**src/rtl/ccr_pkg.sv**
```systemverilog
package ccr_pkg;
  localparam int RATIO_W = 2;

  typedef enum logic [1:0] {
    STOP_RUN     = 2'b00,
    STOP_RUN_ALT = 2'b01,
    STOP_LOW     = 2'b10,
    STOP_HIGH    = 2'b11
  } stop_e;

  typedef struct packed {
    logic               src;
    stop_e              stop;
    logic [RATIO_W-1:0] ratio;
  } slot_cfg_t;

  localparam int CFG_W = $bits(slot_cfg_t);
endpackage

```
**src/rtl/ccr_clk_div.sv**
```systemverilog
module ccr_clk_div
  import ccr_pkg::*;
#(
  parameter int CNT_W = (1 << RATIO_W) - 1
) (
  input  logic       clk,
  input  logic       rst,
  input  logic [1:0] src_edge,
  input  slot_cfg_t  cfg,
  output logic       ck_out
);
  logic [RATIO_W-1:0] ratio_act;
  logic [CNT_W-1:0]   cnt;
  logic [CNT_W-1:0]   lim;
  logic               edge_sel;
  logic               term;
  logic               bnd;
  logic               nxt;

  always_comb begin
    edge_sel = src_edge[cfg.src];
    lim      = CNT_W'((32'd1 << ratio_act) - 32'd1);
    term     = (cnt == lim);
    bnd      = edge_sel && term;
    case (cfg.stop)
      STOP_LOW:  nxt = 1'b0;
      STOP_HIGH: nxt = 1'b1;
      default:   nxt = ~ck_out;
    endcase
  end

  always_ff @(posedge clk) begin
    if (rst) begin
      cnt       <= '0;
      ratio_act <= '0;
      ck_out    <= 1'b0;
    end else if (edge_sel) begin
      if (term) begin
        cnt       <= '0;
        ratio_act <= cfg.ratio;
        ck_out    <= nxt;
      end else begin
        cnt <= cnt + 1'b1;
      end
    end
  end

  // the card clock moves only at a divided-clock boundary
  assert_toggle_on_boundary_R9: assert property (@(posedge clk) disable iff (rst)
    !$stable(ck_out) |-> $past(bnd));

  // a boundary under park-low leaves the clock low
  assert_park_low_R2: assert property (@(posedge clk) disable iff (rst)
    (bnd && cfg.stop == STOP_LOW) |=> !ck_out);

  // a boundary under park-high leaves the clock high
  assert_park_high_R2: assert property (@(posedge clk) disable iff (rst)
    (bnd && cfg.stop == STOP_HIGH) |=> ck_out);

  // the edge counter never passes the active ratio limit
  assert_count_limit_R1: assert property (@(posedge clk) disable iff (rst)
    cnt <= lim);
endmodule

```
**src/rtl/ccr_router.sv**
```systemverilog
module ccr_router #(
  parameter int NPIN = 3
) (
  input  logic              clk,
  input  logic              rst,
  input  logic              cs_n,
  input  logic              mux_mode,
  input  logic              card_sel,
  input  logic              pu_req,
  input  logic [NPIN-1:0]   pins_a,
  input  logic [NPIN-1:0]   pins_b,
  output logic [NPIN-1:0]   out_a,
  output logic [NPIN-1:0]   out_b,
  output logic [2*NPIN-1:0] pu_en
);
  always_ff @(posedge clk) begin
    if (rst) begin
      out_a <= '0;
      out_b <= '0;
      pu_en <= '0;
    end else begin
      pu_en[NPIN-1:0]      <= {NPIN{pu_req}};
      pu_en[2*NPIN-2:NPIN] <= {(NPIN-1){pu_req}};
      pu_en[2*NPIN-1]      <= pu_req | mux_mode;
      if (!cs_n) begin
        if (!mux_mode) begin
          out_a <= pins_a;
          out_b <= pins_b;
        end else if (card_sel) begin
          out_b <= pins_a;
        end else begin
          out_a <= pins_a;
        end
      end
    end
  end

  // chip select high freezes both slots' contacts
  assert_hold_no_cs_R4: assert property (@(posedge clk) disable iff (rst)
    cs_n |=> ($stable(out_a) && $stable(out_b)));

  // in shared mode the unselected slot keeps its values
  assert_unsel_hold_a_R6: assert property (@(posedge clk) disable iff (rst)
    (mux_mode && card_sel) |=> $stable(out_a));
  assert_unsel_hold_b_R6: assert property (@(posedge clk) disable iff (rst)
    (mux_mode && !card_sel) |=> $stable(out_b));

  // shared mode forces the slot B C8 pull-up
  assert_c8b_pullup_R8: assert property (@(posedge clk) disable iff (rst)
    mux_mode |=> pu_en[2*NPIN-1]);
endmodule

```
**src/rtl/card_if_router.sv**
```systemverilog
module card_if_router
  import ccr_pkg::*;
#(
  parameter int NSLOT = 2,
  parameter int NPIN  = 3
) (
  input  logic             clk,
  input  logic             rst,
  input  logic             clk_in_a,
  input  logic             clk_in_b,
  input  logic             cs_n,
  input  logic             mux_mode,
  input  logic             card_sel,
  input  logic             pu_req,
  input  logic             prog_we,
  input  logic [CFG_W-1:0] prog_data,
  input  logic             rst_a,
  input  logic             c4_a,
  input  logic             c8_a,
  input  logic             rst_b,
  input  logic             c4_b,
  input  logic             c8_b,
  output logic [NSLOT-1:0] card_clk,
  output logic [NSLOT-1:0] card_rst,
  output logic [NSLOT-1:0] card_c4,
  output logic [NSLOT-1:0] card_c8,
  output logic [2*NPIN-1:0] pu_en
);
  localparam int CNT_W = (1 << RATIO_W) - 1;

  slot_cfg_t  cfg_q [NSLOT];
  logic [1:0] src_prev;
  logic [1:0] src_edge;
  logic [NPIN-1:0] out_a, out_b;

  always_ff @(posedge clk) begin
    if (rst) begin
      src_prev <= '0;
      for (int i = 0; i < NSLOT; i++)
        cfg_q[i] <= '{src: 1'b0, stop: STOP_LOW, ratio: '0};
    end else begin
      src_prev <= {clk_in_b, clk_in_a};
      if (prog_we && !cs_n)
        cfg_q[card_sel] <= slot_cfg_t'(prog_data);
    end
  end

  assign src_edge = {clk_in_b, clk_in_a} ^ src_prev;

  for (genvar s = 0; s < NSLOT; s++) begin : g_slot
    ccr_clk_div #(.CNT_W(CNT_W)) u_div (
      .clk      (clk),
      .rst      (rst),
      .src_edge (src_edge),
      .cfg      (cfg_q[s]),
      .ck_out   (card_clk[s])
    );

    // configuration holds while chip select is high
    assert_cfg_hold_R10: assert property (@(posedge clk) disable iff (rst)
      cs_n |=> $stable(cfg_q[s]));
  end

  ccr_router #(.NPIN(NPIN)) u_route (
    .clk      (clk),
    .rst      (rst),
    .cs_n     (cs_n),
    .mux_mode (mux_mode),
    .card_sel (card_sel),
    .pu_req   (pu_req),
    .pins_a   ({c8_a, c4_a, rst_a}),
    .pins_b   ({c8_b, c4_b, rst_b}),
    .out_a    (out_a),
    .out_b    (out_b),
    .pu_en    (pu_en)
  );

  assign card_rst = {out_b[0], out_a[0]};
  assign card_c4  = {out_b[1], out_a[1]};
  assign card_c8  = {out_b[2], out_a[2]};
endmodule

```
**config.mk**
```make
export PLATFORM = sky130hd
export DESIGN_NAME = card_if_router
export DESIGN_NICKNAME = d
export VERILOG_FILES = /design/src/rtl/ccr_pkg.sv /design/src/rtl/ccr_clk_div.sv /design/src/rtl/ccr_router.sv /design/src/rtl/card_if_router.sv
export SDC_FILE = /design/constraint.sdc
export NUM_CORES = 1
export LEC_CHECK = 0
export ABC_AREA = 1
export BUFFER_PORTS_ARGS = -buffer_cell sky130_fd_sc_hd__buf_2
export CORE_UTILIZATION = 25
export CTS_CLUSTER_DIAMETER = 30
export DETAILED_ROUTE_END_ITERATION = 6
export PLACE_DENSITY_LB_ADDON = 0.05
export SYNTH_ARGS = -nofsm -noshare
export SYNTH_HDL_FRONTEND = slang
export SYNTH_SLANG_ARGS = --single-unit
```
**constraint.sdc**
```tcl
create_clock -name clk -period 1 [get_ports clk]
set_input_delay 0.2 -clock clk [delete_from_list [all_inputs] [get_ports clk]]
set_output_delay 0.2 -clock clk [all_outputs]
set_load 0.005 [all_outputs]
```
Word-level counts from Yosys, hierarchy flattened
Memory sizes are Yosys's and may differ from the RTL's.
Cells that the tools add are included.
{"block": "word_totals", "ff_bits": 26, "mem_bits_rw": 10, "input_bits": 20, "output_inout_bits": 14, "word_cells": 59, "mem_count": 1}
{"block": "op_classes", "addsub": 4, "magnitude_cmp": 2, "n_eq_ne": 8, "shifts": 2, "muxes": 20, "bitwise": 5, "reduce_logical": 7}
{"memory": "cfg_q", "depth": 2, "word_bits": 5, "rd": 2, "rd_clocked_by_memory_dff": 0, "wr": 2, "line_no": "card_if_router.sv:31", "text": "slot_cfg_t cfg_q [NSLOT];"}
{"operator": "$mux W3", "n": 6}
{"operator": "$mux W1", "n": 11}
{"operator": "$eq A2 B2 Y1 const B", "n": 4}
{"operator": "$reduce_and A2 Y1", "n": 4}
{"operator": "$add A3 B1 Y3 const B", "n": 2}
{"operator": "$eq A3 B3 Y1", "n": 2}
{"operator": "$shl A1 B2 Y3 const A", "n": 2}
{"operator": "$sub A3 B1 Y3 const B", "n": 2}
{"operator": "$mux W5", "n": 1}
{"operator": "$reduce_or A5 Y1", "n": 1}
{"operator": "$lt A1 B2 Y1 const B", "n": 2}
{"operator": "$pmux W1 S2", "n": 2}
{"operator": "$not A1 Y1", "n": 3}
{"operator": "$ne A2 B1 Y1 const B", "n": 1}
{"operator": "$ne A2 B2 Y1 const B", "n": 1}
{"operator": "$xor A2 B2 Y2", "n": 1}
{"operator": "$logic_and A1 B1 Y1", "n": 1}
{"operator": "$logic_not A1 Y1", "n": 1}
{"operator": "$or A1 B1 Y1", "n": 1}

Logic depth before layout (Yosys ltp)
Gate-level depths: netlist of the first run.
{"block": "logic_depth", "depth_word": 7, "ltp_mapped": 9, "depth_no_buf": 9}

Cells and area by module
Synthesis of the first run repeated with hierarchy kept, for this count alone.
{"block": "unflattened", "hier_cells": 198, "area_unflattened_um2": 1555.2}
{"module": "ccr_clk_div", "n_inst": 2, "cells_each": 51, "area_per_inst_um2": 354.1, "seq_area_each_um2": 120.1}
{"module": "card_if_router", "n_inst": 1, "cells_each": 40, "area_per_inst_um2": 475.5, "seq_area_each_um2": 340.3}
{"module": "ccr_router", "n_inst": 1, "cells_each": 56, "area_per_inst_um2": 371.6, "seq_area_each_um2": 160.2}

Worst setup path before layout of the first run
OpenSTA, ideal clock, no wires.
{"block": "synth_timing", "kind": "input-to-reg", "from": "input rst", "to": "memory cfg_q[0][0] (netlist name) (enable)", "setup_time_ps": 313, "arrival_ps": 797, "required_time_ps": 687, "path_slack_ps": -110, "stages": 5, "path_buffers": 0, "path_cell_list": "inv_1 > nand3b_1 > nor2_1 > inv_1 > nand2_1"}
{"item": "from (decl)", "line_no": "card_if_router.sv:8", "text": "input logic rst,"}
{"item": "to (decl)", "line_no": "card_if_router.sv:31"}

==> impl_metrics.tcl, run 1 <==
set metrics [dict create \
    io_buffers 33 \
    yosysUniqueCellTypes 18 \
    gp_congestion 0.783 \
    final.period_utilization_pct 113 \
    fin_nets 297 \
    clkPwrFrac_pct 26.5 \
    netlist_area_sq_mm 0.00158 \
    crit_required_ps 1180 \
    worst_slack_ps -132 \
    dp_hpwl_um 2660 \
    clk-insertion-delay-late_ps 280 \
    seq_area_frac_synth_pct 46.9 \
    dp_cells 338 \
    die_x_um 81.4 \
    hold_violations 0 \
    fin_crit_ps 1130 \
    slowest_delay_ps 400 \
    die_h_um 81.4 \
    tns_ps -1170 \
    remaining_drc_errors 0 \
    areaGrowthSynthToFinish_pct 43.6 \
    p_int_uw 3010 \
    cts_max_level 2 \
    cp-start-kind "flop" \
    reg2reg_slack_ps -130 \
    grt_pass1_wl_um 5890 \
    swShare_pct 33.5 \
    max-vdd-ir-drop_v 0.000709 \
    clock.fmax_ghz 0.884 \
    antenna_found_initial 0 \
    cpLargestDelayFamily "simple AND/OR/NAND/NOR gates" \
    ys_async_sr_fraction_pct 0 \
    design.die.area_sq_mm 0.00663 \
    crit_path_end "g_slot[1].u_div.ck_out$_SDFFE_PP0P_" \
    rr_startpoint "cfg_q[1][4]$_SDFFCE_PN0P_" \
    yosys_most_used_dff "dfxtp_1" \
    ctsHoldBuffers 0 \
    layout_common_cells "34 x nor2_1, 34 x nand2_1, 33 x buf_2" \
    synth_edf_count 10 \
    drive_above_1_share_pct 47.1 \
    finalSetupViolCount 12 \
    firstDrtPassIters 4 \
    yosysWarnings 0 \
    p_comb_share_pct 35.0 \
    coreArea_sq_mm 0.00599 \
    reg2reg_to "g_slot[1].u_div.ck_out$_SDFFE_PP0P_" \
    slew_headroom_pct 84.7 \
    cts_sinks 32 \
    wirelength_um 3490 \
    cts_made_buffers 5 \
    reg2reg_depth 6 \
    p_per_area_mw_per_mm2 2000 \
    grt-ovfl-total 0 \
    violations "negative setup slack" \
    vias 1460 \
    track_usage_pct 11.8 \
    final_max_slew_viol_count 0 \
    crit_slowest_cell "edfxtp_1" \
    avgSynthCellArea_sq_um 7.37 \
    path_max_fanout 7 \
    ys_seq_elements 32 \
    grt_pass1_vias 1409 \
    rsz0062_at_grt "true" \
    io_pins 34 \
    drtIter0Drc 23 \
    power_frac_seq_pct 38.5 \
    path_clk_slew_ps 70 \
    clock_path_buffers 2 \
    status "complete, but fails checks" \
    cp-end-kind "flop" \
    routed_via_density 4.16 \
    cellLeakagePower_uw 0.00108 \
    stdcell_count 351 \
    cts_tree "built" \
    tightest_slew_ps 229 \
    arrival_ps 1310 \
    rows 28 \
    root_buffer "clkbuf_8" \
    grt_max_degree 17 \
    crit_chain "nand3b_1 -> nand2_4 -> buf_4 -> nand3_1 -> nand2_1 -> nor2_1" \
    power_uw 4530 \
    antenna_cells 0 \
    initial_core_util_pct 26.3 \
    routedWlPerCell_um 9.93 \
    synthesis.instances 214 \
    critPathLaunch "cfg_q[1][4]$_SDFFCE_PN0P_" \
    crit_cells 6 \
    critPathKind "flop to flop" \
    ant_nets 0 \
    synth_nets 236 \
    skew_ps 7.08 \
    worst-path-buf-inv 1 \
    maxCapViolCount 0 \
    final_util_pct 37.8 \
    net-switching-power_uw 1520 \
    hold_path_class "input port to flop" \
]
cell type report:
class	instances	area, sq um
Clock buffer	5	68.8
Clock inverter	3	37.5
Timing Repair Buffer	61	383
Multi-Input combinational cell	140	782
Inverter	35	138
Sequential cell	32	763
Tap cell	75	93.8
Fill cell	631	3720
flip-flops by register name, indices dropped and copies added, names as in the netlist:
signal                  cells
cfg_q                      10
g_slot.u_div.cnt            6
g_slot.u_div.ratio_act      4
u_route.out_a               3
u_route.out_b               3
g_slot.u_div.ck_out         2
src_prev                    2
u_route.pu_en               2
stage by stage:
| step | area, sq um | hold slack [ps] | setup WS [ps] |
|---|---|---|---|
| 2_1_floorplan | 1590 | 269 | -11.3 |
| 3_3_place_gp | 1960 | 423 | -159 |
| 3_5_place_dp | 1960 | 435 | -171 |
| 4_1_cts | 2140 | 139 | -163 |
| 5_1_grt | 2270 | 170 | -214 |
| 6_report | 2270 | 141 | -132 |
cell usage after synthesis, types with 2 or more instances:
cell | count | area share (%)
a21oi_1 | 9 | 2.9
a31oi_1 | 3 | 1.2
buf_4 | 6 | 2.9
dfxtp_1 | 22 | 28
edfxtp_1 | 10 | 19
ha_1 | 2 | 1.6
inv_1 | 30 | 7.1
inv_2 | 5 | 1.2
nand2_1 | 48 | 11
nand2_2 | 7 | 2.8
nand3_1 | 15 | 4.8
nand3_2 | 2 | 1.3
nand3b_1 | 2 | 0.95
nor2_1 | 37 | 8.8
nor2_2 | 3 | 1.2
o21ai_0 | 11 | 3.5
metal layers:
metal,part of all wire [%],vias to the layer above,track usage (%),routed length (um)
li1,-,782,-,-
met1,44,641,12.9,1520
met2,51,33,21.2,1770
met3,4.3,4,3.11,150
met4,1.3,0,5.36,45
met5,0,-,0,0
power groups by stage:
| stage | combinational (uW) | clock [uW] | sequential (uW) |
|---|---|---|---|
| floorplan | 844 | 0 | 1680 |
| global placement | 1230 | 0 | 1720 |
| detailed placement | 1220 | 0 | 1720 |
| CTS | 1350 | 1250 | 1710 |
| global route | 1770 | 1300 | 1780 |
| finish | 1580 | 1200 | 1740 |
how the worst min path moves through the flow:
stage           start                     endpoint  cells after the start
5_1_grt        pu_req  u_route.pu_en[4]$_SDFF_PP0_                      3
6_report       pu_req  u_route.pu_en[4]$_SDFF_PP0_                      3
3_3_place_gp   pu_req  u_route.pu_en[4]$_SDFF_PP0_                      3
3_5_place_dp   pu_req  u_route.pu_en[4]$_SDFF_PP0_                      3
2_1_floorplan     rst  u_route.pu_en[5]$_SDFF_PP0_                      1
4_1_cts        pu_req  u_route.pu_en[4]$_SDFF_PP0_                      3
kinds of logic (layout without fill, tap and decap cells):
family	count (synthesis)	after routing	share of synthesized area (%)
AND/OR/NAND/NOR	115	115	31.9
AO/OA/AOI/OAI	23	23	7.53
adder cells (fa/ha/maj)	2	2	1.59
flip-flops	32	32	46.9
buffers and inverters	42	104	12.1
tightest hold or removal path, cell delays in order:
cell and delay (ps):
buf_2 70, inv_1 40, nor2_1 70
timing repair:
action,in CTS,in global routing
endpoints found under the hold margin,0,0
setup buffers,3,2
endpoints found under the setup margin,12,18
resized for setup,21,37
cloned,0,0
pin swaps,6,15
Power figures use the tool's default switching activity.
==> run 2: changes to the inputs <==
Settings changed: SKIP_CTS_REPAIR_TIMING from default to 1.
==> run 2 against run 1 <==
Against the previous run:
- the flow still finishes with violations (negative setup slack)
- sequential power barely moved
- setup slack got worse by 25 ps
- global-route usage fell by 0.33 points
- power fell by 1.4%
- die area did not move
- first-iteration DRC count fell by 30%
==> impl_metrics.tcl, run 2 (synthesis results as in run 1) <==
set metrics [dict create \
    cp-end-kind "flop" \
    fin_crit_ps 1160 \
    violations "negative setup slack" \
    reg_top3 "cfg_q (10), g_slot.u_div.cnt (6), g_slot.u_div.ratio_act (4)" \
    p_per_area_mw_per_mm2 2030 \
    clock_path_buffers 2 \
    firstDrtPassIters 4 \
    finalSetupViolCount 12 \
    hold_violations 0 \
    status "complete, but fails checks" \
    drive_above_1_share_pct 41.1 \
    largest_reg_flops 10 \
    grt_pass1_wl_um 5690 \
    layout_common_cells "40 x nand2_1, 34 x nor2_1, 33 x buf_2" \
    antenna_cells 0 \
    coreArea_sq_mm 0.00599 \
    crit_required_ps 1170 \
    arrival_ps 1330 \
    die_x_um 81.4 \
    crit_slowest_cell "edfxtp_1" \
    antenna_found_initial 0 \
    path_clk_slew_ps 70 \
    maxCapViolCount 0 \
    rr_startpoint "cfg_q[1][4]$_SDFFCE_PN0P_" \
    grt_pass1_vias 1347 \
    wirelength_um 3500 \
    fillCellCount 641 \
    cellLeakagePower_uw 0.00106 \
    hold_path_class "input port to flop" \
    skew_ps 8.78 \
    cts_max_level 2 \
    ant_nets 0 \
    design.die.area_sq_mm 0.00663 \
    areaGrowthSynthToFinish_pct 39.6 \
    initial_core_util_pct 26.3 \
    cpLargestDelayFamily "simple AND/OR/NAND/NOR gates" \
    tightest_slew_ps 229 \
    fin_nets 296 \
    io_buffers 33 \
    critPathLaunch "cfg_q[1][4]$_SDFFCE_PN0P_" \
    clk-insertion-delay-late_ps 280 \
    cts_made_buffers 5 \
    worst_slack_ps -157 \
    slowest_delay_ps 410 \
    rows 28 \
    min-delay-start "pu_req" \
    dp_hpwl_um 2660 \
    crit_chain "nand3b_1 -> nand2_4 -> buf_4 -> nand2_1 -> nand2_1 -> a21oi_1" \
    power_uw 4460 \
    critPathKind "flop to flop" \
    tns_ps -1420 \
    final.period_utilization_pct 116 \
    cp-start-kind "flop" \
    final_common_cell "nand2_1" \
    gp_congestion 0.783 \
    io_pins 34 \
    clock.fmax_ghz 0.864 \
    final_max_slew_viol_count 0 \
    drtIter0Drc 16 \
    routedWlPerCell_um 10.0 \
    regMostFlops "cfg_q" \
    remaining_drc_errors 0 \
    slew_headroom_pct 84.7 \
    cts_tree "built" \
    die_h_um 81.4 \
    routed_via_density 4.12 \
    crit_path_frequent_cell "nand2_1" \
    grt_max_degree 17 \
    root_buffer "clkbuf_8" \
    worst-path-buf-inv 1 \
    max-vdd-ir-drop_v 0.000730 \
    grt-ovfl-total 0 \
    rsz0062_at_grt "true" \
    vias 1443 \
    cts_sinks 32 \
    path_max_fanout 7 \
    track_usage_pct 11.5 \
]
[run 2: where the power goes]
group / internal, uW / total (uW) / switching (uW)
combinational: 696 / 1530 / 831
clock: 725 / 1210 / 483
sequential: 1550 / 1720 / 176
total: 2970 / 4460 / 1490
[run 2: final timing paths]
check / endpoint / slack [ps] / cells past startpoint
worst max-delay path: g_slot[1].u_div.cnt[2]$_SDFFE_PP0P_ / -160 / 6
worst min-delay path: u_route.pu_en[4]$_SDFF_PP0_ / 140 / 3
worst max register to register: g_slot[1].u_div.cnt[2]$_SDFFE_PP0P_ / -160 / 6
worst min register to register: g_slot[1].u_div.cnt[2]$_SDFFE_PP0P_ / 480 / 2
[run 2: area by class of cell]
| class | count | area (sq um) | share of cell area, % |
|---|---|---|---|
| Clock inverter | 3 | 37.5 | 1.70 |
| Tap cell | 75 | 93.8 | 4.26 |
| Timing Repair Buffer | 60 | 368 | 16.7 |
| Clock buffer | 5 | 68.8 | 3.13 |
| Sequential cell | 32 | 757 | 34.4 |
| Inverter | 35 | 138 | 6.25 |
| Multi-Input combinational cell | 140 | 739 | 33.6 |
[run 2: through the flow]
| stage | setup WS, ps | cells | utilization [%] | hold WS [ps] | instance area [sq um] |
|---|---|---|---|---|---|
| floorplan | -11.3 | 214 | - | 269 | 1590 |
| global placement | -159 | 338 | 32.7 | 423 | 1960 |
| detailed placement | -171 | 338 | 32.7 | 435 | 1960 |
| CTS | -191 | 346 | 34.5 | 139 | 2070 |
| global route | -237 | 350 | 36.8 | 170 | 2200 |
| finish | -157 | 350 | 36.8 | 140 | 2200 |
[run 2: metal layers]
metal / routed length, um / track usage (%) / up-vias
li1: - / - / 780
met1: 1540 / 12.7 / 628
met2: 1770 / 20.3 / 31
met3: 147 / 3.11 / 4
met4: 45 / 5.36 / 0
met5: 0 / 0 / -
[run 2: worst register-to-register path: stages (launching register included)]
cell and delay (ps):
edfxtp_1 410, nand3b_1 210, nand2_4 140, buf_4 130, nand2_1 40, nand2_1 50
a21oi_1 60
==> run 3: changes to the inputs <==
Settings changed: CORE_UTILIZATION 25 to 48, SYNTH_HIERARCHICAL from default to 1.
==> run 3 against run 2 <==
Against the previous run:
- via count decreased by 11%
- largest power group unchanged
- critical path type unchanged
- highest routed layer unchanged
- flip-flop and latch count unchanged
- largest cell class unchanged
- cell count fell by 17%
- the flow still finishes with violations (negative setup slack)
- maximum frequency shrank 8.9%
==> impl_metrics.tcl, run 3 <==
set metrics [dict create \
    status "complete, but fails checks" \
    violations "negative setup slack" \
    holdWs_ps 87.9 \
    p_per_area_mw_per_mm2 2020 \
    io_pins 34 \
    synth_area_leader_cell "dfxtp_1" \
    io_buffers 33 \
    cp-start-kind "flop" \
    slew_headroom_pct 73.9 \
    p_comb_share_pct 37.7 \
    worst_slack_ps -270 \
    placed_cell_area_sq_mm 0.00182 \
    stdcell_area_sq_mm 0.00197 \
    ys_seq_elements 32 \
    synth.top_cells.by_count "49 x nand2_1, 31 x inv_1, 31 x nor2_1" \
    design.die.area_sq_mm 0.00347 \
    yosysUniqueCellTypes 18 \
    cp-end-kind "flop" \
    drive_above_1_share_pct 34.1 \
    net-switching-power_uw 1480 \
    largest_reg_flops 10 \
    final_max_slew_viol_count 0 \
    avgSynthCellArea_sq_um 7.85 \
    finalSetupViolCount 18 \
    cellLeakagePower_uw 0.000989 \
    clkPwrFrac_pct 17.1 \
    grt_pass1_wl_um 4510 \
    vias 1289 \
    hold_path_class "input port to flop" \
    fin_crit_ps 1270 \
    clock_path_buffers 2 \
    crit_required_ps 1220 \
    netlist_area_sq_mm 0.00156 \
    reg_top3 "cfg_q (10), g_slot.u_div/cnt (6), g_slot.u_div/ratio_act (4)" \
    skew_ps 5.83 \
    cts_made_buffers 5 \
    synth_edf_count 10 \
    die_x_um 58.9 \
    cts_sinks 32 \
    multi_input_area_sq_um 708 \
    initial_core_util_pct 50.9 \
    layout_common_cells "45 x nand2_1, 31 x inv_1, 31 x nor2_1" \
    regMostFlops "cfg_q" \
    regArea_sq_um 754 \
    synthesis.instances 198 \
    grt_pass1_vias 1082 \
    die_h_um 58.9 \
    tightest_slew_ps 391 \
    gp_congestion 0.744 \
    synth_nets 220 \
    yosys_most_used_dff "dfxtp_1" \
    grt_max_degree 12 \
    clock.fmax_ghz 0.787 \
    maxCapViolCount 0 \
    routed_via_density 4.44 \
    drtIter0Drc 43 \
    final.period_utilization_pct 127 \
    reg2reg_depth 8 \
    cts_tree "built" \
    path_max_fanout 7 \
    areaGrowthSynthToFinish_pct 26.5 \
    post-synth-top-count-cell "nand2_1" \
    whs_path_depth 3 \
    grt-ovfl-total 0 \
    coreArea_sq_mm 0.00305 \
    arrival_ps 1490 \
    hold_violations 0 \
    seq_area_frac_synth_pct 47.6 \
    yosysWarnings 6 \
    antenna_cells 0 \
    antenna_found_initial 0 \
    track_usage_pct 18.1 \
    root_buffer "clkbuf_4" \
    clk-insertion-delay-late_ps 330 \
    cts_max_level 2 \
    final_common_cell "nand2_1" \
    fillCellCount 285 \
    yosys.area.top_type_share_pct 28.3 \
    wirelength_um 2880 \
    ant_nets 0 \
    swShare_pct 37.4 \
    dp_hpwl_um 2130 \
    routedWlPerCell_um 9.92 \
    max-vdd-ir-drop_v 0.00115 \
    rsz0062_at_grt "true" \
    firstDrtPassIters 4 \
    remaining_drc_errors 0 \
    path_clk_slew_ps 90 \
    p_int_uw 2480 \
    critPathKind "flop to flop" \
    fin_nets 267 \
    ys_async_sr_fraction_pct 0 \
    power_frac_seq_pct 45.2 \
    synth_area_leaders "dfxtp_1 28%, edfxtp_1 19%, nand2_1 12%, inv_1 7.5%, nor2_1 7.5%" \
    rows 20 \
]
-- run 3: cell types whose count changed after synthesis, sizes merged, moves of 3 or more --
cell	delta
nor2	-5
o21ai	-11
xor2	+8
inv	-4
a21oi	+3
a31oi	-3
nand3	-6
-- run 3: critical path: stages, from the launching register on --
cell and delay [ps]:
dfxtp_2 340, xor2_2 180, nand2_1 80, nand2_2 90
nand2_2 60, nor2_4 200, nand2_2 80, nand2_2 90
nor2_1 50
-- run 3: final cells by class --
| cell class | instances | share of cell area (%) |
|---|---|---|
| inverters | 31 | 5.92 |
| multi-input cells | 131 | 36.0 |
| well taps | 44 | 2.80 |
| repair buffers | 44 | 14.4 |
| clock buffers | 7 | 2.29 |
| clock inverters | 1 | 0.254 |
| flip-flops and latches | 32 | 38.4 |
-- run 3: metrics by stage --
stage	setup TNS, ps	util (%)	setup slack (ps)	total power (uW)	cells
after floorplan	-1600	-	-145	2780	198
after global placement	-3040	59.6	-194	3090	280
after detailed placement	-3470	59.6	-213	3140	280
after CTS	-2610	61.2	-216	3830	288
after global routing	-4270	64.4	-343	4270	290
final	-2970	64.4	-270	3960	290
-- run 3: kinds of logic (layout without fill, tap and decap cells) --
kind of cell | count (synthesis) | after routing | synth area share [%]
AND/OR/NAND/NOR | 107 | 107 | 30.7
buffers and inverters | 35 | 83 | 9.41
flip-flops | 32 | 32 | 47.6
AO/OA/AOI/OAI | 12 | 12 | 3.86
XOR/XNOR | 8 | 8 | 5.47
adder cells (fa/ha/maj) | 2 | 2 | 1.61
multiplexers | 2 | 2 | 1.29
-- run 3: power by group through the flow --
stage | combinational [uW] | clock [uW] | sequential, uW
after floorplan | 995 | 0 | 1790
after global placement | 1280 | 0 | 1810
after detailed placement | 1320 | 0 | 1820
after CTS | 1330 | 710 | 1790
after global routing | 1690 | 758 | 1830
final | 1490 | 677 | 1790
-- run 3: worst paths after layout --
check,start,end,slack [ps]
worst min-delay path,pu_req,u_route/pu_en[4]$_SDFF_PP0_,90
worst min register to register,u_route/out_a[2]$_SDFFE_PP0P_,u_route/out_a[2]$_SDFFE_PP0P_,460
worst max-delay path,src_prev[1]$_SDFF_PP0_,g_slot[1].u_div/cnt[1]$_SDFFE_PP0P_,-270
worst max register to register,src_prev[1]$_SDFF_PP0_,g_slot[1].u_div/cnt[1]$_SDFFE_PP0P_,-270
-- run 3: layer usage --
metal	vias to the layer above	global-route usage [%]	routed length (um)
met5	-	0	0
met3	6	6.59	133
met4	0	7.14	47
li1	696	-	-
met2	32	27.4	1390
met1	555	23.5	1310
